## src/rtl/ssi_chain_pkg.sv

```systemverilog
package ssi_chain_pkg;

    typedef enum logic [1:0] {
        ST_IDLE  = 2'd0,
        ST_SHIFT = 2'd1,
        ST_MUTE  = 2'd2
    } fsm_state_e;

    localparam logic [1:0] SEL_GRAY = 2'b11;
    localparam logic [1:0] SEL_BIN  = 2'b10;
    localparam logic [1:0] SEL_SYNC = 2'b01;
    localparam logic [1:0] SEL_SSI  = 2'b00;

endpackage

```

## src/rtl/ssi_edge_sync.sv

```systemverilog
module ssi_edge_sync #(
    parameter int STAGES = 2
) (
    input  logic clk_i,
    input  logic rst_ni,
    input  logic sclk_i,
    input  logic sdi_i,
    output logic rise_o,
    output logic fall_o,
    output logic sdi_o
);
    // clock pipe carries one extra stage to hold the previous value
    logic [STAGES:0]   sclk_pipe;
    logic [STAGES-1:0] sdi_pipe;

    always_ff @(posedge clk_i or negedge rst_ni) begin
        if (!rst_ni) begin
            sclk_pipe <= '1;
            sdi_pipe  <= '1;
        end else begin
            sclk_pipe <= {sclk_pipe[STAGES-1:0], sclk_i};
            sdi_pipe  <= {sdi_pipe[STAGES-2:0], sdi_i};
        end
    end

    assign rise_o = sclk_pipe[STAGES-1] & ~sclk_pipe[STAGES];
    assign fall_o = ~sclk_pipe[STAGES-1] & sclk_pipe[STAGES];
    assign sdi_o  = sdi_pipe[STAGES-1];

endmodule

```

## src/rtl/ssi_idle_timer.sv

```systemverilog
module ssi_idle_timer #(
    parameter int TIMEOUT_CYC = 2500
) (
    input  logic clk_i,
    input  logic rst_ni,
    input  logic restart_i,
    output logic expired_o
);
    localparam int CNT_W = $clog2(TIMEOUT_CYC + 1);
    localparam logic [CNT_W-1:0] LIMIT = CNT_W'(TIMEOUT_CYC);

    logic [CNT_W-1:0] cnt_q;

    always_ff @(posedge clk_i or negedge rst_ni) begin
        if (!rst_ni) begin
            cnt_q <= LIMIT;
        end else if (restart_i) begin
            cnt_q <= '0;
        end else if (cnt_q != LIMIT) begin
            cnt_q <= cnt_q + CNT_W'(1);
        end
    end

    assign expired_o = (cnt_q == LIMIT);

    // an edge always rearms the timer
    a_r10_restart_rearms: assert property (@(posedge clk_i) disable iff (!rst_ni)
        restart_i |=> !expired_o);

endmodule

```

## src/rtl/ssi_word_former.sv

```systemverilog
module ssi_word_former #(
    parameter int TRACKS = 5,
    parameter int LEN_W  = $clog2(TRACKS + 2)
) (
    input  logic [TRACKS-1:0] track_i,
    input  logic              dir_rev_i,
    input  logic              inv_all_i,
    input  logic              bin_i,
    input  logic              err_en_i,
    input  logic              lamp_fault_i,
    output logic [TRACKS:0]   word_o,
    output logic [LEN_W-1:0]  len_o
);
    logic [TRACKS-1:0] pol;
    logic [TRACKS-1:0] bin;

    always_comb begin
        pol = track_i ^ {TRACKS{inv_all_i}};
        pol[TRACKS-1] = pol[TRACKS-1] ^ dir_rev_i;
    end

    assign bin[TRACKS-1] = pol[TRACKS-1];
    generate
        for (genvar i = TRACKS - 2; i >= 0; i--) begin : g_g2b
            assign bin[i] = bin[i+1] ^ pol[i];
        end
    endgenerate

    always_comb begin
        if (bin_i) begin
            word_o = {1'b0, bin};
            len_o  = LEN_W'(TRACKS);
        end else if (err_en_i) begin
            word_o = {pol, ~lamp_fault_i};
            len_o  = LEN_W'(TRACKS + 1);
        end else begin
            word_o = {1'b0, pol};
            len_o  = LEN_W'(TRACKS);
        end
    end

endmodule

```

## src/rtl/ssi_chain_slave.sv

```systemverilog
module ssi_chain_slave
    import ssi_chain_pkg::*;
#(
    parameter int TRACKS      = 5,
    parameter int TIMEOUT_CYC = 2500,
    parameter int SYNC_STAGES = 2
) (
    input  logic              clk_i,
    input  logic              rst_ni,
    input  logic              sclk_i,
    input  logic              sdi_i,
    output logic              sdo_o,
    input  logic [TRACKS-1:0] track_i,
    input  logic [1:0]        mode_i,
    input  logic              dir_rev_i,
    input  logic              inv_all_i,
    input  logic              err_en_i,
    input  logic              lamp_fault_i
);
    localparam int REG_W = TRACKS + 1;
    localparam int LEN_W = $clog2(TRACKS + 2);

    logic              rise, fall, sdi_s, expired;
    logic [REG_W-1:0]  word;
    logic [LEN_W-1:0]  word_len;

    fsm_state_e        state_q, state_d;
    logic [REG_W-1:0]  sr_q;
    logic [LEN_W-1:0]  len_q;
    logic [LEN_W-1:0]  out_idx;
    logic              bin_q;
    logic [1:0]        rcnt_q;
    logic              sdo_q;
    logic              take_sdi;
    logic              fmt_ok;

    ssi_edge_sync #(.STAGES(SYNC_STAGES)) u_sync (
        .clk_i  (clk_i),
        .rst_ni (rst_ni),
        .sclk_i (sclk_i),
        .sdi_i  (sdi_i),
        .rise_o (rise),
        .fall_o (fall),
        .sdi_o  (sdi_s)
    );

    ssi_idle_timer #(.TIMEOUT_CYC(TIMEOUT_CYC)) u_timer (
        .clk_i     (clk_i),
        .rst_ni    (rst_ni),
        .restart_i (rise | fall),
        .expired_o (expired)
    );

    ssi_word_former #(.TRACKS(TRACKS), .LEN_W(LEN_W)) u_word (
        .track_i      (track_i),
        .dir_rev_i    (dir_rev_i),
        .inv_all_i    (inv_all_i),
        .bin_i        (mode_i == SEL_BIN),
        .err_en_i     (err_en_i),
        .lamp_fault_i (lamp_fault_i),
        .word_o       (word),
        .len_o        (word_len)
    );

    assign fmt_ok   = (mode_i == SEL_GRAY) || (mode_i == SEL_BIN);
    assign out_idx  = len_q - LEN_W'(1);
    // in binary format the captures after rising edges 1 and 2 are dropped
    assign take_sdi = !(bin_q && (rcnt_q == 2'd1 || rcnt_q == 2'd2));

    // state register
    always_ff @(posedge clk_i or negedge rst_ni) begin
        if (!rst_ni) state_q <= ST_IDLE;
        else         state_q <= state_d;
    end

    // next state
    always_comb begin
        state_d = state_q;
        unique case (state_q)
            ST_IDLE: begin
                if (fall) state_d = fmt_ok ? ST_SHIFT : ST_MUTE;   // T_LOAD / T_MUTE
            end
            ST_SHIFT, ST_MUTE: begin
                if (expired && !rise && !fall) state_d = ST_IDLE;  // T_EXPIRE
            end
            default: state_d = ST_IDLE;
        endcase
    end

    // outputs and shift path
    always_ff @(posedge clk_i or negedge rst_ni) begin
        if (!rst_ni) begin
            sr_q   <= '0;
            len_q  <= LEN_W'(TRACKS);
            bin_q  <= 1'b0;
            rcnt_q <= 2'd0;
            sdo_q  <= 1'b1;
        end else begin
            unique case (state_q)
                ST_IDLE: begin
                    sdo_q <= 1'b1;
                    if (fall) begin
                        sr_q   <= word;
                        len_q  <= word_len;
                        bin_q  <= (mode_i == SEL_BIN);
                        rcnt_q <= 2'd0;
                    end
                end
                ST_SHIFT: begin
                    if (rise) begin
                        sdo_q <= sr_q[out_idx];
                        if (rcnt_q != 2'd3) rcnt_q <= rcnt_q + 2'd1;
                    end
                    if (fall) begin
                        sr_q <= {sr_q[REG_W-2:0], take_sdi ? sdi_s : 1'b0};
                    end
                end
                ST_MUTE: begin
                    sdo_q <= 1'b1;
                end
                default: sdo_q <= 1'b1;
            endcase
        end
    end

    assign sdo_o = sdo_q;

    // output rests high once idle
    a_r1_idle_output_high: assert property (@(posedge clk_i) disable iff (!rst_ni)
        (state_q == ST_IDLE) |=> sdo_o);

    // muted frames keep the line high
    a_r9_mute_output_high: assert property (@(posedge clk_i) disable iff (!rst_ni)
        (state_q == ST_MUTE) |-> sdo_o);

    // data only moves on a rising edge
    a_r2_hold_between_rises: assert property (@(posedge clk_i) disable iff (!rst_ni)
        (state_q == ST_SHIFT && !rise) |=> $stable(sdo_o));

    // binary frames never carry the sixth bit
    a_r6_binary_five_bits: assert property (@(posedge clk_i) disable iff (!rst_ni)
        (state_q == ST_SHIFT && bin_q) |-> (len_q == LEN_W'(TRACKS)));

endmodule

```

## config.mk

```make
export PLATFORM = sky130hd
export DESIGN_NAME = ssi_chain_slave
export DESIGN_NICKNAME = d
export VERILOG_FILES = /design/src/rtl/ssi_chain_pkg.sv /design/src/rtl/ssi_edge_sync.sv /design/src/rtl/ssi_idle_timer.sv /design/src/rtl/ssi_word_former.sv /design/src/rtl/ssi_chain_slave.sv
export SDC_FILE = /design/constraint.sdc
export NUM_CORES = 1
export LEC_CHECK = 0
export BUFFER_PORTS_ARGS = -buffer_cell sky130_fd_sc_hd__clkbuf_2
export CAP_MARGIN = 20
export CORE_UTILIZATION = 40
export CTS_BUF_LIST = sky130_fd_sc_hd__clkbuf_4
export DETAILED_ROUTE_END_ITERATION = 7
export GPL_TIMING_DRIVEN = 0
export REMOVE_ABC_BUFFERS = 1
export SYNTH_ARGS = -nofsm -noshare
export SYNTH_HDL_FRONTEND = slang
export SYNTH_SLANG_ARGS = --single-unit
export TNS_END_PERCENT = 50
```

## constraint.sdc

```tcl
create_clock -name clk_i -period 2.2 [get_ports clk_i]
set_input_delay 0.22 -clock clk_i [delete_from_list [all_inputs] [get_ports clk_i]]
set_output_delay 0.22 -clock clk_i [all_outputs]
set_load 0.01 [all_outputs]
```

---- Word level (Yosys, flattened, before mapping) ----
Cells that the tools add are included.
storage, ports and cells
  register bits after elaboration ......... 32
  input port bits ......................... 15
  logic and storage cells ................. 76
cells by class
  $add $sub $neg .......................... 3
  $lt $le $gt $ge ......................... 1
  equality and inequality tests ........... 14
  mux-type cells .......................... 22
  bitwise operators ....................... 12
  reduce and logical (&&, ||, !) cells .... 15
operator list
  cell                                                 number
  two-way mux 12 bit                                   2
  two-way mux 6 bit                                    4
  two-way mux 2 bit                                    7
  adder 12 x 1 -> 12 bit (second input constant)       1
  == test 12 bit (second input constant)               1
  != test 12 bit (second input constant)               1
  != test 2 bit (second input constant)                6
  one-hot mux 6 bit (2 select lines)                   1
  == test 2 bit (second input constant)                4
  one-hot mux 2 bit (2 select lines)                   2
  XOR 1 bit                                            5
  XOR 5 bit                                            1
  == test 2 x 1 -> 1 bit (second input constant)       2
  < comparator 3 x 4 -> 1 bit (second input constant)  1
  two-way mux 1 bit                                    4
  AND reduction 2 bit                                  2
  AND reduction 4 bit                                  1
  nonzero test 2 bit                                   2
  binary-select mux 1 bit (select 3 bit)               1
  logical AND 1 bit                                    3
  two-way mux 3 bit                                    1
  inverter 1 bit                                       3
  AND reduction 3 bit                                  1
  subtractor 3 x 1 -> 3 bit (second input constant)    1
  7 further kinds                                      10

---- Logic depth before layout (Yosys ltp) ----
Gate-level depths: netlist of the first run.
  depth in word-level cells ............... 9
  depth in mapped cells ................... 8
  depth with buffers taken out ............ 7

---- Cells and area by module ----
Synthesis of the first run repeated with hierarchy kept, for this count alone.
second synthesis, totals
  cells, all modules ...................... 197
  area total of the unflattened synthesis .. 1984.4 um^2
by module, submodules not included
  module           instances  cells an instance  area each (um^2)
  ssi_chain_slave  1          88                 918.4
  ssi_idle_timer   1          66                 658.1
  ssi_word_former  1          36                 261.5
  ssi_edge_sync    1          7                  146.4

---- Worst setup path before layout of the first run ----
Ideal clock, no wire load.
  path kind ............................... reg-to-reg
  start point ............................. register u_sync.sclk_pipe[1]
  end point ............................... register sr_q[2]
  data arrival time ....................... 1487 ps
  required time ........................... 2073 ps
  setup slack ............................. 586 ps
  cell stages (with the launch flop) ...... 9
  clock period less this slack ............ 1614 ps
  path through ............................ dfstp_2 > inv_1 > ha_1 > clkbuf_8 > o21ai_1 > clkbuf_8 > nor3_1 > mux2i_1 > nand3_1
between the ends
  word-level cells in the longest chain between the ends .. 4
RTL lines
  element                                 RTL line                text
  start: declaration                      ssi_edge_sync.sv:13     logic [STAGES:0] sclk_pipe;
  start signal: assignment                ssi_edge_sync.sv:21     sclk_pipe <= {sclk_pipe[STAGES-1:0], sclk_i};
  inverter 1 bit *                        ssi_edge_sync.sv:27     assign fall_o = ~sclk_pipe[STAGES-1] & sclk_pipe[STAGES];
  AND 1 bit *                             ssi_edge_sync.sv:27
  != test 2 bit (no source line)          --
  AND reduction 3 bit (no source line) *  --
  end signal: assignment                  ssi_chain_slave.sv:103  sr_q <= word;
  end signal: assignment                  ssi_chain_slave.sv:115  sr_q <= {sr_q[REG_W-2:0], take_sdi ? sdi_s : 1'b0};
  end: declaration                        ssi_chain_slave.sv:28   logic [REG_W-1:0] sr_q;
Mark *: on every way between the ends. The rest lies on a longest branch, timed or not.
A chain may end at the register's enable or synchronous reset.

---- Final worst setup path of the first run ----
  start point ............................. register state_q[0]
  end point ............................... register sr_q[3]
between the ends
  word-level cells in the longest chain between the ends .. 3
RTL lines
  element                                                                      RTL line               text
  start: declaration                                                           ssi_chain_slave.sv:27  fsm_state_e state_q, state_d;
  start signal: assignment                                                     ssi_chain_slave.sv:73  else state_q <= state_d;
  == test 2 x 1 -> 1 bit / zero test 2 bit (equally long branches)             ssi_chain_slave.sv:99  unique case (state_q)
  != test 2 bit (no source line) / nonzero test 2 bit (equally long branches)  --
  AND reduction 3 bit (no source line)                                         --
Several ways; a longest one is shown, not always the timed one.

==> out/metrics.yaml, run 1 <==
dr.pass1.iters: 4
area_growth_pct: 8.66
fin_cells: 259
wl_um: 3230
cp_slowest_cell: "o21ai_2"
p_int_mw: 1.13
crit_type: "reg -> reg"
grt_pass1_vias: 1243
root_buffer: "clkbuf_4"
swShare_pct: 35.2
postCtsSetupBuffers: 0
cts_tree: "done"
power.total_mw: 1.74
synthFlopType: "dfrtp_1"
p_switching_mw: 0.613
hold_violations: 0
avgSynthCellArea_um2: 9.78
coreArea_um2: 4380
path_cells: "ha_1 > o21ai_2 > mux2_2"
r2r_start: "state_q[0]"
final_layout_size_suffix_gt1_share_pct: 18.4
clkPwrFrac_pct: 18.4
crit_path_end_kind: "register"
crit_arrival_ns: 2.10
tightestPinTransition_ns: 0.757
antenna_left: 0
period_share_pct: 85.1
path_buf_inv: 0
hp-class: "in -> reg"
max_freq_ghz: 0.534
pwr-share-seq_pct: 45.9
synth.cell_area_um2: 1850
async_reset_ff_share_pct: 100
rsz0062_at_grt: "no"
dieArea_um2: 4900
viasPerCell: 5.14
pre_cts_ws_ns: 0.0872
drt_iter0_markers: 92
overflow: 0
critPathMaxFanout: 19
synth_top_area_cell: "dfrtp_1"
synth_area_leaders: "dfrtp_1, dfstp_2, xnor2_1"
synth.distinct_cells: 43
grtUsageTotal_pct: 14.7
antenna_cells: 0
grt_pass1_wl_um: 5710
dpl.hpwl_um: 2250
grt_max_degree: 32
vias: 1332
p_per_area_nw_per_um2: 868
yosys_warnings: 0
antenna_found_initial: 0
status: "complete, no violations"
clkLatencyLatePin_ns: 0.34
yosys.cell_count.top_type: "nand2_1"
synthTopCellsByCount: "nand2_1, dfrtp_1"
synth_top_area_share_pct: 25.7
ctsHtreeMaxLevel: 2
setup_ws_ns: 0.328
fin_tns_setup_ns: 0
die_h_um: 70.0
synthCells: 189
timing.critical_path.from: "state_q[0]"
nets: 229
final_util_pct: 45.8
worstPathRequired_ns: 2.43
slew_viol_final: 0
max_stage_delay_ns: 0.54
placed_area_um2: 1920
relSlewSlack_pct: 49.5
clk_pin_slew_worst_paths_ns: 0.10
clock-sinks: 31
die_w_um: 70.0
start_kind: "register"
clk_path_buf_depth: 2
maxCapViolCount: 0
drc: 0
p_comb_share_pct: 35.7
ys_seq_area_share_pct: 42.8
numCtsBuffers: 5
post-route-min-period_ns: 1.87
setup_viol: 0
final.setup_skew_ns: 0.0145
routedWlPerCell_um: 12.5
yosys_register_bits: 31
gp_routability_congestion: 0.753
hold-worst-slack_ns: 0.174
fin_area_um2: 2010
peakVddDrop_mv: 0.651
start_util_pct: 42.2
leakagePower_nw: 0.902
dp.cells: 248
io_buffers: 15
synth-edff-count: 0
ios: 16
cp_top_family: "compound AO/OA/AOI/OAI gates"
num_rows: 24
hp-start: "lamp_fault_i"
[what timing repair did]
item	in CTS	in global routing
hold buffers	3	0
resized for setup	0	1
endpoints found under the hold margin	21	0
setup endpoints to repair	0	3
[area by class of cell]
| cell class | instances | area [um^2] |
|---|---|---|
| Timing Repair Buffer | 18 | 105 |
| Clock inverter | 2 | 7.51 |
| Fill cell | 428 | 2370 |
| Sequential cell | 31 | 791 |
| Clock buffer | 6 | 45.0 |
| Inverter | 12 | 45.0 |
| Tap cell | 52 | 65.1 |
| Multi-Input combinational cell | 138 | 951 |
[worst min-delay path: stages]
cell,delay [ns]
clkbuf_2,0.08
a211o_1,0.10
o21ai_1,0.06
[worst paths after layout]
kind | to | depth (start not counted) | slack (ns)
max | sr_q[3] | 3 | 0.33
min | sr_q[0] | 3 | 0.17
max reg2reg | sr_q[3] | 3 | 0.33
min reg2reg | u_sync.sclk_pipe[1] | 0 | 0.36
max in group asynchronous | state_q[1] | 2 | 1.22
min in group asynchronous | u_timer.cnt_q[9] | 2 | 0.48
[registers in the layout, summed over array words and instances, names as in the netlist]
register	count
u_timer.cnt_q	12
sr_q	6
u_sync.sclk_pipe	3
len_q	2
rcnt_q	2
state_q	2
u_sync.sdi_pipe	2
bin_q	1
sdo_o	1
[logic make-up after synthesis]
kind of cell	Yosys count	share of synthesized area [%]
multiplexers	8	5.14
AND/OR/NAND/NOR	68	18.9
adder cells (fa/ha/maj)	8	5.41
flip-flops	31	42.8
buffers and inverters	20	6.02
XOR/XNOR	16	8.32
AO/OA/AOI/OAI	38	13.5
[placed cells by master, fill, tap and decap left out, types with 2 or more instances in the layout]
| master | n |
|---|---|
| nand2_1 | 21 |
| dfrtp_1 | 19 |
| clkbuf_2 | 15 |
| inv_1 | 12 |
| xnor2_1 | 12 |
| o21ai_0 | 12 |
| dfstp_2 | 12 |
| nand3_1 | 10 |
| and2_1 | 10 |
| ha_1 | 8 |
| and3_1 | 6 |
| a21oi_1 | 6 |
| clkbuf_4 | 6 |
| nor2_1 | 5 |
| mux2i_1 | 5 |
| nor3_1 | 5 |
| a22o_1 | 4 |
| nand2b_1 | 4 |
| xor2_1 | 3 |
| or3_1 | 3 |
| dlygate4sd3_1 | 3 |
| a21boi_1 | 2 |
| o21ai_1 | 2 |
| mux2_2 | 2 |
| clkinv_1 | 2 |
[metal layers]
layer	vias up	part of all wire, %	GRT usage (%)
met1	619	51	21.3
li1	694	-	-
met3	7	2.8	4.76
met5	-	0	0
met2	12	44	20.7
met4	0	1.5	4.67
[power by group through the flow]
stage               Sequential, mW  Clock [mW]  Combinational [mW]
CTS                          0.801       0.343               0.623
floorplan                    0.786           0               0.486
detailed placement           0.812           0               0.614
global placement             0.811           0               0.604
global route                 0.816       0.366               0.708
finish                       0.800       0.321               0.623
Power figures use the tool's default switching activity.
==> run 2, diff against run 1 <==
--- a/config.mk
+++ b/config.mk
@@ -7,10 +7,11 @@
 export LEC_CHECK = 0
 export BUFFER_PORTS_ARGS = -buffer_cell sky130_fd_sc_hd__clkbuf_2
 export CAP_MARGIN = 20
-export CORE_UTILIZATION = 40
+export CORE_UTILIZATION = 50
 export CTS_BUF_LIST = sky130_fd_sc_hd__clkbuf_4
 export DETAILED_ROUTE_END_ITERATION = 7
 export GPL_TIMING_DRIVEN = 0
+export PLACE_DENSITY = 0.69
 export REMOVE_ABC_BUFFERS = 1
 export SYNTH_ARGS = -nofsm -noshare
 export SYNTH_HDL_FRONTEND = slang
==> run 2 against run 1 <==
Register-to-register slack got worse by 0.099 ns. Non-clock buffer count stayed put. Sequential share of layout area hardly changed. Critical path depth grew 3. Via count grew 3.4%. Worst setup slack worse by 0.099 ns. Cell count shrank 2.3%. Cell area about the same. Sequential power is 0.5% higher. Fmax is 5.0% lower. Die area decreased by 19%. Combinational power increased by 2%. Largest cell class unchanged.
==> out/metrics.yaml, run 2 (same netlist as run 1, synthesis figures left out) <==
relSlewSlack_pct: 44.9  # was 49.5%
num-fill-cells: 317  # was 428
grt_pass1_wl_um: 6000  # was 5710 um
numCtsBuffers: 5  # unchanged
ios: 16  # unchanged
gp_routability_congestion: 0.739  # was 0.753
clk_pin_slew_worst_paths_ns: 0.10  # about the same
hold_violations: 0  # unchanged
crit_path_end_kind: "register"  # unchanged
postCtsSetupBuffers: 0  # unchanged
nets: 229  # unchanged
clk_path_buf_depth: 2  # unchanged
grtUsageTotal_pct: 19.8  # was 14.7%
grt_pass1_vias: 1359  # was 1243
maxCapViolCount: 0  # unchanged
final.setup_skew_ns: 0.00604  # was 0.0145 ns
crit_arrival_ns: 2.18  # was 2.10 ns
mostFrequentLayoutCell: "nand2_1"  # unchanged
leakagePower_nw: 0.906  # was 0.902 nW
rsz0062_at_grt: "no"  # unchanged
clock-sinks: 31  # unchanged
wl_um: 3360  # was 3230 um
grt_max_degree: 32  # unchanged
antenna_left: 0  # unchanged
fin_tns_setup_ns: 0  # unchanged
die_h_um: 62.8  # was 70.0 um
critPathMaxFanout: 19  # unchanged
post-route-min-period_ns: 1.97  # was 1.87 ns
worstPathRequired_ns: 2.41  # was 2.43 ns
start_kind: "register"  # unchanged
root_buffer: "clkbuf_4"  # unchanged
swShare_pct: 34.8  # was 35.2%
hp-class: "in -> reg"  # unchanged
placed_area_um2: 1920  # about the same
peakVddDrop_mv: 0.798  # was 0.651 mV
tightestPinTransition_ns: 0.821  # was 0.757 ns
max_freq_ghz: 0.507  # was 0.534 GHz
r2r_slack_ns: 0.23  # was 0.33 ns
drt_iter0_markers: 54  # was 92
die_w_um: 62.8  # was 70.0 um
dr.pass1.iters: 4  # unchanged
p_int_mw: 1.17  # was 1.13 mW
overflow: 0  # unchanged
reg.largest.list: "u_timer.cnt_q (12), sr_q (6), u_sync.sclk_pipe (3)"  # unchanged
clkLatencyLatePin_ns: 0.33  # was 0.34 ns
ctsHtreeMaxLevel: 2  # unchanged
area_growth_pct: 8.59  # was 8.66%
antenna_cells: 0  # unchanged
num_rows: 21  # was 24
p_comb_share_pct: 35.5  # was 35.7%
setup_viol: 0  # unchanged
coreArea_um2: 3440  # was 4380 um^2
start_util_pct: 53.7  # was 42.2%
slew_viol_final: 0  # unchanged
drc: 0  # unchanged
period_share_pct: 89.6  # was 85.1%
vias: 1377  # was 1332
clkPwrFrac_pct: 19.6  # was 18.4%
io_buffers: 15  # unchanged
final_util_pct: 58.3  # was 45.8%
dpl.hpwl_um: 2480  # was 2250 um
viasPerCell: 5.44  # was 5.14
largest_reg_flops: 12  # unchanged
routedWlPerCell_um: 13.3  # was 12.5 um
antenna_found_initial: 0  # unchanged
final_layout_size_suffix_gt1_share_pct: 19.3  # was 18.4%
pwr-share-seq_pct: 44.9  # was 45.9%
top_register: "u_timer.cnt_q"  # unchanged
cts_tree: "done"  # unchanged
crit_type: "reg -> reg"  # unchanged
p_per_area_nw_per_um2: 891  # was 868 nW/um^2
dieArea_um2: 3950  # was 4900 um^2
fin_area_um2: 2010  # about the same
final_cell_mix: "nand2_1, dfrtp_1, clkbuf_2"  # unchanged
p_switching_mw: 0.623  # was 0.613 mW
status: "complete, no violations"  # unchanged
-- run 2: layout make-up --
| cell class | count | area [um^2] | area share [%] |
|---|---|---|---|
| clock buffers | 8 | 60.1 | 2.99 |
| flip-flops and latches | 31 | 791 | 39.4 |
| repair buffers | 18 | 105 | 5.23 |
| inverters | 12 | 45.0 | 2.24 |
| well taps | 46 | 57.6 | 2.87 |
| multi-input cells | 138 | 950 | 47.3 |
-- run 2: timing repair --
action | CTS | global route
endpoints found under the setup margin | 0 | 3
resized for setup | 0 | 1
endpoints found under the hold margin | 21 | 0
hold buffers | 3 | 0
-- run 2: critical path, cell delays in order (launching register included) --
cell	delay [ns]
dfrtp_1	0.37
inv_1	0.08
ha_2	0.29
o21ai_1	0.70
a211oi_1	0.12
a21oi_1	0.20
o21ai_1	0.10
-- run 2: path summary, 6_finish.rpt --
path / from / to / cells after the start
max in group asynchronous: rst_ni / u_timer.cnt_q[9] / 2
worst max register to register: state_q[1] / sr_q[0] / 6
worst min-delay path: lamp_fault_i / sr_q[0] / 3
min in group asynchronous: rst_ni / rcnt_q[1] / 2
worst min register to register: u_sync.sdi_pipe[0] / u_sync.sdi_pipe[1] / 0
worst max-delay path: state_q[1] / sr_q[0] / 6
-- run 2: metal layers --
| metal | vias up | global-route usage [%] | share of wire, % |
|---|---|---|---|
| li1 | 693 | - | - |
| met3 | 6 | 5.47 | 3.9 |
| met1 | 653 | 21.9 | 43 |
| met4 | 0 | 7.85 | 1.0 |
| met2 | 25 | 35.5 | 52 |
| met5 | - | 0 | 0 |
-- run 2: metrics by stage --
stage	hold WS (ns)	setup WS (ns)	instances	power [mW]
CTS	0.167	0.0963	253	1.81
global route	0.196	0.0452	253	1.93
finish	0.174	0.229	253	1.79
global placement	0.307	0.157	242	1.39
floorplan	-0.0756	0.399	181	1.27
detailed placement	0.310	0.112	242	1.45
-- run 2: power by group through the flow --
stage / logic, mW / clock network (mW) / registers [mW]
after global routing: 0.721 / 0.389 / 0.823
after global placement: 0.585 / 0 / 0.803
after floorplan: 0.486 / 0 / 0.786
final: 0.635 / 0.351 / 0.804
after detailed placement: 0.632 / 0 / 0.814
after CTS: 0.638 / 0.363 / 0.805
